--- config.mk ---
export PLATFORM = sky130hd
export DESIGN_NAME = zsm_top
export DESIGN_NICKNAME = d
export VERILOG_FILES = /design/src/rtl/zsm_pkg.sv /design/src/rtl/zsm_carrier.sv /design/src/rtl/zsm_duty.sv /design/src/rtl/zsm_leg.sv /design/src/rtl/zsm_top.sv
export SDC_FILE = /design/constraint.sdc
export NUM_CORES = 1
export LEC_CHECK = 0
export ABC_AREA = 1
export CAP_MARGIN = 20
export CORE_ASPECT_RATIO = 1.75
export CORE_MARGIN = 5
export CORE_UTILIZATION = 55
export DETAILED_ROUTE_END_ITERATION = 12
export GPL_ROUTABILITY_DRIVEN = 0
export GPL_TIMING_DRIVEN = 0
export HOLD_SLACK_MARGIN = 0.1
export PLACE_DENSITY_LB_ADDON = 0.25
export SYNTH_ARGS = -nofsm -noshare
export SYNTH_HDL_FRONTEND = slang
export SYNTH_SLANG_ARGS = --single-unit
--- constraint.sdc ---
create_clock -name clk -period 2.9 [get_ports clk]
set_input_delay 0.29 -clock clk [delete_from_list [all_inputs] [get_ports clk]]
set_output_delay 0.29 -clock clk [all_outputs]
set_load 0.1 [all_outputs]
--- src/rtl/zsm_pkg.sv ---
package zsm_pkg;

  typedef enum logic [1:0] {
    ZS_SVM  = 2'b00,
    ZS_FLAT = 2'b01,
    ZS_DISC = 2'b10,
    ZS_ALT  = 2'b11
  } zs_mode_e;

endpackage

--- src/rtl/zsm_carrier.sv ---
module zsm_carrier #(
  parameter int HALF = 600,
  parameter int CW   = 10
) (
  input  logic          clk,
  input  logic          rst_n,
  output logic [CW-1:0] cnt_o,
  output logic          wrap_o
);

  logic [CW-1:0] cnt_q, cnt_d;
  logic          up_q, up_d;

  always_comb begin
    cnt_d = cnt_q;
    up_d  = up_q;
    if (up_q) begin
      if (cnt_q == CW'(HALF - 1)) up_d = 1'b0;
      else                        cnt_d = cnt_q + 1'b1;
    end else begin
      if (cnt_q == '0) up_d = 1'b1;
      else             cnt_d = cnt_q - 1'b1;
    end
  end

  always_ff @(posedge clk or negedge rst_n) begin
    if (!rst_n) begin
      cnt_q <= '0;
      up_q  <= 1'b1;
    end else begin
      cnt_q <= cnt_d;
      up_q  <= up_d;
    end
  end

  assign cnt_o  = cnt_q;
  assign wrap_o = !up_q && (cnt_q == '0);

  assert_cnt_range_R1: assert property (@(posedge clk) disable iff (!rst_n)
    cnt_q <= CW'(HALF - 1));
  assert_restart_R1: assert property (@(posedge clk) disable iff (!rst_n)
    wrap_o |=> (cnt_q == '0 && up_q));

endmodule

--- src/rtl/zsm_duty.sv ---
module zsm_duty
  import zsm_pkg::*;
#(
  parameter int REF_W  = 16,
  parameter int PERIOD = 1200,
  parameter int DW     = 11
) (
  input  logic signed [REF_W-1:0] ref_i [3],
  input  zs_mode_e                mode_i,
  output logic        [DW-1:0]    duty_o [3]
);

  localparam int HALF = PERIOD / 2;
  localparam int VW   = REF_W + 2;
  localparam int PW   = VW + DW + 2;
  localparam logic signed [VW-1:0] FS     = VW'(1) <<< (REF_W - 1);
  localparam logic signed [PW-1:0] HALF_S = PW'(HALF);
  localparam logic signed [PW-1:0] PER_S  = PW'(PERIOD);

  logic signed [VW-1:0] r [3];
  logic signed [VW-1:0] v [3];
  logic signed [PW-1:0] sc [3];
  logic signed [VW-1:0] mx, mn, sum, off;

  always_comb begin
    for (int i = 0; i < 3; i++) r[i] = VW'(ref_i[i]);
    mx = r[0];
    mn = r[0];
    for (int i = 1; i < 3; i++) begin
      if (r[i] > mx) mx = r[i];
      if (r[i] < mn) mn = r[i];
    end
    sum = mx + mn;
    case (mode_i)
      ZS_FLAT: off = -FS - mn;
      ZS_DISC: off = (sum >= 0) ? (FS - mx) : (-FS - mn);
      default: off = -(sum >>> 1);
    endcase
    for (int i = 0; i < 3; i++) begin
      v[i]  = r[i] + off;
      sc[i] = ((PW'(v[i]) * HALF_S) >>> (REF_W - 1)) + HALF_S;
      if (sc[i] < 0)          duty_o[i] = '0;
      else if (sc[i] > PER_S) duty_o[i] = DW'(PERIOD);
      else                    duty_o[i] = DW'(sc[i]);
    end
  end

endmodule

--- src/rtl/zsm_leg.sv ---
module zsm_leg #(
  parameter int CW   = 10,
  parameter int DW   = 11,
  parameter int DEAD = 13,
  parameter int DTW  = 4
) (
  input  logic          clk,
  input  logic          rst_n,
  input  logic          run_i,
  input  logic [CW-1:0] cnt_i,
  input  logic [DW-1:0] duty_i,
  output logic          hi_o,
  output logic          lo_o
);

  logic           req_q, req_d, run_q, on;
  logic [DTW-1:0] dt_q, dt_d;

  always_comb begin
    req_d = DW'(cnt_i) < (duty_i >> 1);
    dt_d  = dt_q;
    if (run_i && !run_q)     dt_d = DTW'(DEAD);
    else if (req_d != req_q) dt_d = DTW'(DEAD);
    else if (dt_q != '0)     dt_d = dt_q - 1'b1;
  end

  always_ff @(posedge clk or negedge rst_n) begin
    if (!rst_n) begin
      req_q <= 1'b0;
      run_q <= 1'b0;
      dt_q  <= '0;
    end else begin
      req_q <= req_d;
      run_q <= run_i;
      dt_q  <= dt_d;
    end
  end

  assign on   = run_i && run_q && (dt_q == '0);
  assign hi_o = on && req_q;
  assign lo_o = on && !req_q;

  assert_dead_gap_R8: assert property (@(posedge clk) disable iff (!rst_n)
    (req_q != $past(req_q)) |-> (!hi_o && !lo_o));
  assert_rise_from_off_R8: assert property (@(posedge clk) disable iff (!rst_n)
    $rose(hi_o) |-> $past(!lo_o));
  assert_rearm_off_R9: assert property (@(posedge clk) disable iff (!rst_n)
    $rose(run_q) |-> (!hi_o && !lo_o));

endmodule

--- src/rtl/zsm_top.sv ---
module zsm_top
  import zsm_pkg::*;
#(
  parameter int REF_W        = 16,
  parameter int PERIOD       = 1200,
  parameter int DEAD_PER_10K = 110
) (
  input  logic                    clk,
  input  logic                    rst_n,
  input  logic                    en,
  input  logic                    fault_in,
  input  logic                    fault_clr,
  input  logic                    ref_load,
  input  logic signed [REF_W-1:0] ref_a,
  input  logic signed [REF_W-1:0] ref_b,
  input  logic signed [REF_W-1:0] ref_c,
  input  logic        [1:0]       mode,
  output logic        [2:0]       gate_hi,
  output logic        [2:0]       gate_lo
);

  localparam int HALF = PERIOD / 2;
  localparam int CW   = $clog2(HALF);
  localparam int DW   = $clog2(PERIOD + 1);
  localparam int DEAD = (PERIOD * DEAD_PER_10K + 5000) / 10000;
  localparam int DTW  = $clog2(DEAD + 1);

  logic [1:0]             rs_q;
  logic                   rst_s_n;
  logic signed [REF_W-1:0] pend_q [3];
  logic signed [REF_W-1:0] pend_d [3];
  logic        [DW-1:0]   duty_n [3];
  logic        [DW-1:0]   duty_q [3];
  logic        [CW-1:0]   cnt;
  logic                   wrap, fault_q, fault_d, run;

  always_ff @(posedge clk or negedge rst_n) begin
    if (!rst_n) rs_q <= '0;
    else        rs_q <= {rs_q[0], 1'b1};
  end
  assign rst_s_n = rs_q[1];

  zsm_carrier #(.HALF(HALF), .CW(CW)) u_car (
    .clk(clk), .rst_n(rst_s_n), .cnt_o(cnt), .wrap_o(wrap)
  );

  zsm_duty #(.REF_W(REF_W), .PERIOD(PERIOD), .DW(DW)) u_duty (
    .ref_i(pend_q), .mode_i(zs_mode_e'(mode)), .duty_o(duty_n)
  );

  always_comb begin
    pend_d = pend_q;
    if (ref_load) begin
      pend_d[0] = ref_a;
      pend_d[1] = ref_b;
      pend_d[2] = ref_c;
    end
    fault_d = fault_in || (fault_q && !fault_clr);
  end

  always_ff @(posedge clk or negedge rst_s_n) begin
    if (!rst_s_n) begin
      fault_q <= 1'b0;
      for (int i = 0; i < 3; i++) begin
        pend_q[i] <= '0;
        duty_q[i] <= '0;
      end
    end else begin
      fault_q <= fault_d;
      pend_q  <= pend_d;
      if (wrap) duty_q <= duty_n;
    end
  end

  assign run = en && !fault_in && !fault_q;

  for (genvar g = 0; g < 3; g++) begin : g_leg
    zsm_leg #(.CW(CW), .DW(DW), .DEAD(DEAD), .DTW(DTW)) u_leg (
      .clk(clk), .rst_n(rst_s_n), .run_i(run), .cnt_i(cnt),
      .duty_i(duty_q[g]), .hi_o(gate_hi[g]), .lo_o(gate_lo[g])
    );

    assert_duty_hold_R7: assert property (@(posedge clk) disable iff (!rst_s_n)
      !$past(wrap) |-> $stable(duty_q[g]));
    assert_duty_range_R2: assert property (@(posedge clk) disable iff (!rst_s_n)
      duty_q[g] <= DW'(PERIOD));
  end

  assert_off_disabled_R9: assert property (@(posedge clk) disable iff (!rst_s_n)
    !en |-> (gate_hi == '0 && gate_lo == '0));
  assert_fault_latch_R10: assert property (@(posedge clk) disable iff (!rst_s_n)
    (fault_q && !fault_clr) |=> (fault_q && gate_hi == '0 && gate_lo == '0));

endmodule

==> flow_metrics.py, run 1 <==
metrics = {
    "die": {
        "design.portCount": 62,
        "starting_density": 0.557,
        "core_region_area_sq_um": 33000,
        "die_w_microns": 148,
        "die_h_microns": 252,
        "core.rowCount": 88,
        "die-area_sq_um": 37400,
    },
    "sta": {
        "fin_crit_ns": 12.49,
        "tightestPinTransition_ns": 0.945,
        "timing.final.hold_violations": 0,
        "clock.fmax_mhz": 80.1,
        "layout_worst_path_cycle_share": 4.31,
        "grt_setup_unrepaired": "true",
        "setup-violations-final": 30,
        "layout_setup_ws_ns": -9.59,
        "relSlewSlack": 0.366,
        "timing.clock.skew_ns": 0.0210,
        "slew_viol_final": 0,
    },
    "finish": {
        "ff_latch_area_sq_um": 2720,
        "nets": 3254,
        "final_cell_mix": "445 x nand2_1, 383 x inv_1, 273 x ha_1",
        "final_core_util": 0.735,
        "final_common_cell": "nand2_1",
        "synthToLayoutAreaGrowth_pct": 32.0,
        "final.fill_count": 2216,
        "antenna_diodes": 0,
        "multiInputGateArea_sq_um": 16400,
        "fraction_of_final_layout_cells_sized_beyond_drive_strength_1": 0.266,
    },
    "synth": {
        "syn_nets": 2968,
        "synth-edff-count": 0,
        "synthDistinctLibCells": 58,
        "synth_top_flop_cell": "dfrtp_1",
        "register_area_share_after_synthesis": 0.147,
        "synth_warnings": 0,
        "ys_ff_latch": 108,
        "cell_area_after_synthesis_sq_um": 18400,
        "synth_cells": 2481,
        "syn_area_per_cell_sq_um": 7.42,
        "async_set_or_reset_flop_fraction_in_the_synthesized_netlist": 1.00,
    },
    "global_routing": {
        "initial_antenna_violation_count": 0,
        "track_usage": 0.288,
        "grt_pass1_vias": 18500,
        "grt_first_pass_wirelength_microns": 87100,
        "grt.overflow.total": 0,
        "pin_count_of_the_biggest_net_entering_global_routing": 58,
    },
    "setup_path": {
        "cpPeakStageDelay_ns": 0.51,
        "critical_path.startpoint_type": "flip-flop",
        "ff_to_ff_setup_slack_ns": -9.59,
        "crit_slowest_cell": "fa_1",
        "crit_arrival_ns": 12.79,
        "crit_path_max_fanout": 7,
        "worst-setup-path-type": "flip-flop to flip-flop",
        "cp_data_required_time_ns": 3.20,
        "worstSetupEndpointType": "flip-flop",
        "worst_path_most_repeated_cell": "nand2_2",
    },
    "clocking": {
        "cts_buffer_count": 9,
        "cts_htree_levels": 3,
        "max-clock-path-buffers": 2,
        "path_clk_slew_ns": 0.08,
        "tritoncts": "built",
        "clock-sinks": 108,
        "worst_skew_pair.late_latency_ns": 0.38,
        "cts-root-buf": "clkbuf_16",
    },
    "route": {
        "detail_route.wl_per_cell_microns": 18.3,
        "finalWirelength_microns": 58000,
        "final_antenna_net_count": 0,
        "detail_route.iter0.violations": 1055,
        "detailroute.via_count": 18400,
        "viasPerCell": 5.79,
        "drc": 0,
        "drtPass1Iterations": 5,
    },
    "placement": {
        "dp.final_hpwl_microns": 41000,
        "io_buffers": 60,
    },
    "status": {
        "violations": "negative setup slack",
        "outcome": "complete, but fails checks",
    },
    "flow_run": {
        "timing.max_cap.violations": 0,
    },
    "hold_path": {
        "holdCritPathClass": "flip-flop to flip-flop",
    },
}
stage by stage:
stage	cells	setup WS [ns]	setup TNS (ns)	cell area, sq um	hold WS, ns
after floorplan	2481	-8.24	-244.14	19100	-0.00559
after CTS	3125	-8.94	-265.75	23100	0.361
after global routing	3177	-10.12	-300.61	24300	0.380
after global placement	2946	-10.28	-304.55	20200	0.338
final	3177	-9.59	-283.94	24300	0.360
after detailed placement	2949	-10.52	-312.49	20300	0.340
path summary, 6_finish.rpt:
path	from	to	depth (start not counted)
max	pend_q[45]$_DFFE_PN0P_	duty_q[13]$_DFFE_PN0P_	80
min	rs_q[0]$_DFF_PN0_	rs_q[1]$_DFF_PN0_	0
max reg2reg	pend_q[45]$_DFFE_PN0P_	duty_q[13]$_DFFE_PN0P_	80
min reg2reg	rs_q[0]$_DFF_PN0_	rs_q[1]$_DFF_PN0_	0
max in group asynchronous	rs_q[1]$_DFF_PN0_	pend_q[20]$_DFFE_PN0P_	1
min in group asynchronous	rs_q[1]$_DFF_PN0_	g_leg[0].u_leg.dt_q[2]$_DFFE_PN0P_	0
area by class of cell:
class,count,area share
well taps,405,0.0209
multi-input cells,1910,0.677
plain buffers,32,0.0124
repair buffers,273,0.0979
inverters,433,0.0679
clock inverters,6,0.00232
clock buffers,10,0.00943
flip-flops and latches,108,0.112
sequential cells by signal, indices dropped and copies added, names as in the netlist:
name,count
g_leg.u_leg.run_q,1
g_leg.u_leg.req_q,3
rs_q,2
u_car.cnt_o,10
duty_q,30
pend_q,48
u_car.up_q,1
fault_q,1
g_leg.u_leg.dt_q,12
worst max-delay path, delay by kind of cell (launching register included):
kind	cells	cell delay (ns)
simple gates	35	4.03
compound gates	21	3.37
fa+ha+maj	8	2.61
buf+inv	15	1.79
flops	1	0.42
xor+xnor	1	0.16
what timing repair did:
item	4_1_cts	5_1_grt
hold endpoints to repair	2	0
resized for setup	293	164
buffers inserted	154	51
pin swaps	161	126
cloned	6	1
setup endpoints to repair	36	32
hold buffers	1	0
layer usage:
metal | routed length [microns] | vias up | track usage
met5 | 0 | - | 0
met4 | 5740 | 0 | 0.238
met3 | 2290 | 316 | 0.0279
met2 | 30600 | 679 | 0.541
met1 | 19400 | 8726 | 0.278
li1 | - | 8669 | -
cell families after synthesis:
family / Yosys count / share of synthesized area
AOI/OAI and AO/OA: 406 / 0.125
xor gates and xnor gates: 166 / 0.0790
adders and majority gates: 431 / 0.334
buffers and inverters: 465 / 0.0972
DFF: 108 / 0.147
muxes: 15 / 0.00918
other: 1 / 0.000204
and+or+nand+nor: 889 / 0.208
synth_stat cells (3+ instances only):
cell type | number | area share
a211oi_1 | 8 | 0.0033
a21boi_0 | 3 | 0.0012
a21o_1 | 14 | 0.0057
a21oi_1 | 141 | 0.038
a31oi_1 | 12 | 0.0041
buf_4 | 7 | 0.0029
clkbuf_1 | 20 | 0.0041
dfrtp_1 | 107 | 0.15
fa_1 | 101 | 0.11
ha_1 | 330 | 0.22
inv_1 | 428 | 0.087
inv_2 | 5 | 0.0010
mux2_2 | 15 | 0.0092
nand2_1 | 531 | 0.11
nand2_2 | 17 | 0.0058
nand3_1 | 139 | 0.038
nand3_2 | 6 | 0.0033
nand3b_1 | 7 | 0.0029
nand4_1 | 19 | 0.0065
nor2_1 | 103 | 0.021
nor2_2 | 5 | 0.0017
nor2_4 | 4 | 0.0024
nor3_1 | 33 | 0.0090
nor4_1 | 7 | 0.0024
o211ai_1 | 7 | 0.0029
o21a_1 | 6 | 0.0024
o21ai_0 | 151 | 0.041
o21ai_1 | 12 | 0.0033
o21bai_1 | 25 | 0.010
o221ai_1 | 3 | 0.0014
o31ai_1 | 8 | 0.0033
or2_2 | 8 | 0.0027
xnor2_1 | 30 | 0.014
xor2_1 | 136 | 0.065
Power of run 1 is left out: the tool's default activity adds up to more than one toggle a clock period on the data nets, which glitch-free logic cannot reach.
==> run 2: changes to the inputs <==
- CORE_MARGIN: 5 -> default
==> run 2 against run 1 <==
  * The run still ends with negative setup slack left
  * Clock-buffer cell count up 1
  * Critical path depth unchanged
  * Design area up 2.7%
  * Worst setup slack worse by 0.26 ns
  * First-iteration DRC count up 17%
  * Final cell count up 1.1%
  * Via count up 4.2%
  * Die area down 8.4%
  * Critical path type unchanged
==> flow_metrics.py, run 2 (synthesis gave the netlist of run 1 again) <==
metrics = {
    "setup_path": {
        "cpPeakStageDelay_ns": 0.54,
        "crit_path_max_fanout": 10,
        "critical_path.startpoint_type": "flip-flop",
        "cp_data_required_time_ns": 3.22,
        "worstRegToRegCells": 80,
        "worst-setup-path-type": "flip-flop to flip-flop",
        "crit_arrival_ns": 13.07,
        "worstSetupEndpointType": "flip-flop",
        "crit_slowest_cell": "fa_1",
    },
    "die": {
        "die_h_microns": 244,
        "starting_density": 0.559,
        "design.portCount": 62,
        "die-area_sq_um": 34200,
        "core_region_area_sq_um": 32900,
        "die_w_microns": 140,
        "core.rowCount": 88,
    },
    "sta": {
        "setup-violations-final": 30,
        "clock.fmax_mhz": 78.4,
        "timing.final.hold_violations": 0,
        "slew_viol_final": 0,
        "grt_setup_unrepaired": "true",
        "timing.clock.skew_ns": 0.0160,
        "setup_tns_ns": -289.92,
        "layout_worst_path_cycle_share": 4.40,
        "layout_setup_ws_ns": -9.85,
        "fin_crit_ns": 12.75,
        "tightestPinTransition_ns": 0.949,
        "relSlewSlack": 0.370,
    },
    "global_routing": {
        "grt.overflow.total": 0,
        "grt_first_pass_wirelength_microns": 87700,
        "pin_count_of_the_biggest_net_entering_global_routing": 63,
        "initial_antenna_violation_count": 0,
        "track_usage": 0.324,
        "grt_pass1_vias": 18900,
    },
    "clocking": {
        "clock-sinks": 108,
        "path_clk_slew_ns": 0.08,
        "cts-root-buf": "clkbuf_16",
        "tritoncts": "built",
        "cts_buffer_count": 9,
        "max-clock-path-buffers": 2,
        "cts_htree_levels": 3,
        "worst_skew_pair.late_latency_ns": 0.39,
    },
    "finish": {
        "regMostFlops": "pend_q",
        "largest_register_ffs": 48,
        "nets": 3288,
        "final_common_cell": "nand2_1",
        "top_regs": "pend_q x48, duty_q x30, g_leg.u_leg.dt_q x12",
        "final_core_util": 0.757,
        "final_cell_mix": "442 x nand2_1, 379 x inv_1, 270 x ha_1",
        "fraction_of_final_layout_cells_sized_beyond_drive_strength_1": 0.291,
        "synthToLayoutAreaGrowth_pct": 35.5,
        "stdcell_area_sq_um": 24900,
        "antenna_diodes": 0,
    },
    "placement": {
        "io_buffers": 60,
        "dpl_worst_slack_ns": -10.61,
        "placed_cell_area_sq_um": 20300,
        "dp.final_hpwl_microns": 40600,
    },
    "route": {
        "final_antenna_net_count": 0,
        "detailroute.via_count": 19200,
        "detail_route.iter0.violations": 1232,
        "finalWirelength_microns": 62500,
        "drtPass1Iterations": 8,
        "viasPerCell": 5.97,
        "drc": 0,
        "detail_route.wl_per_cell_microns": 19.5,
    },
    "hold_path": {
        "holdCritPathClass": "flip-flop to asynchronous set/reset pin",
    },
    "status": {
        "violations": "negative setup slack",
        "outcome": "complete, but fails checks",
    },
    "flow_run": {
        "timing.max_cap.violations": 0,
    },
}
[run 2: metrics by stage]
| step | cells | hold slack [ns] |
|---|---|---|
| after CTS | 3133 | 0.372 |
| final | 3211 | 0.367 |
| after global routing | 3211 | 0.379 |
| after global placement | 2946 | 0.338 |
| after floorplan | 2481 | -0.00559 |
| after detailed placement | 2949 | 0.341 |
[run 2: worst paths after layout]
check	end	slack, ns	startpoint
worst max-delay path	duty_q[12]$_DFFE_PN0P_	-9.85	pend_q[22]$_DFFE_PN0P_
worst min-delay path	u_car.cnt_o[6]$_DFFE_PN0P_	0.37	rs_q[1]$_DFF_PN0_
worst max register to register	duty_q[12]$_DFFE_PN0P_	-9.85	pend_q[22]$_DFFE_PN0P_
worst min register to register	u_car.cnt_o[6]$_DFFE_PN0P_	0.37	rs_q[1]$_DFF_PN0_
max in group asynchronous	pend_q[31]$_DFFE_PN0P_	1.76	rs_q[1]$_DFF_PN0_
min in group clk	rs_q[1]$_DFF_PN0_	0.37	rs_q[0]$_DFF_PN0_
[run 2: repair_timing]
item                       in CTS  in global routing
pin swaps                     178                156
hold endpoints to repair        2                  0
cloned                          5                  3
setup endpoints to repair      36                 32
gates resized for setup       303                235
buffers inserted              162                 75
hold buffers                    1                  0
[run 2: final cells by class]
| class | instances | area, sq um |
|---|---|---|
| buffer | 32 | 314 |
| clock buffer | 11 | 233 |
| clock inverter | 5 | 67.6 |
| fill | 2016 | 7990 |
| inverter | 433 | 1650 |
| multi-input combinational | 1909 | 16800 |
| sequential | 108 | 2730 |
| tap | 405 | 507 |
| timing repair buffer | 308 | 2660 |
[run 2: metal layers]
metal / global-route usage / wire length, microns
met2: 0.617 / 31500
met4: 0.267 / 6760
met3: 0.0437 / 3940
met5: 0 / 0
met1: 0.304 / 20300
[run 2: worst max-delay path, delay by kind of cell, from the launching register on]
kind | cells | cell delay [ns]
DFF | 1 | 0.49
and+or+nand+nor | 37 | 3.98
xor gates and xnor gates | 2 | 0.43
adders and majority gates | 9 | 3.09
AOI/OAI and AO/OA | 20 | 3.25
buffers and inverters | 12 | 1.41
Power of run 2 is left out for the same reason.
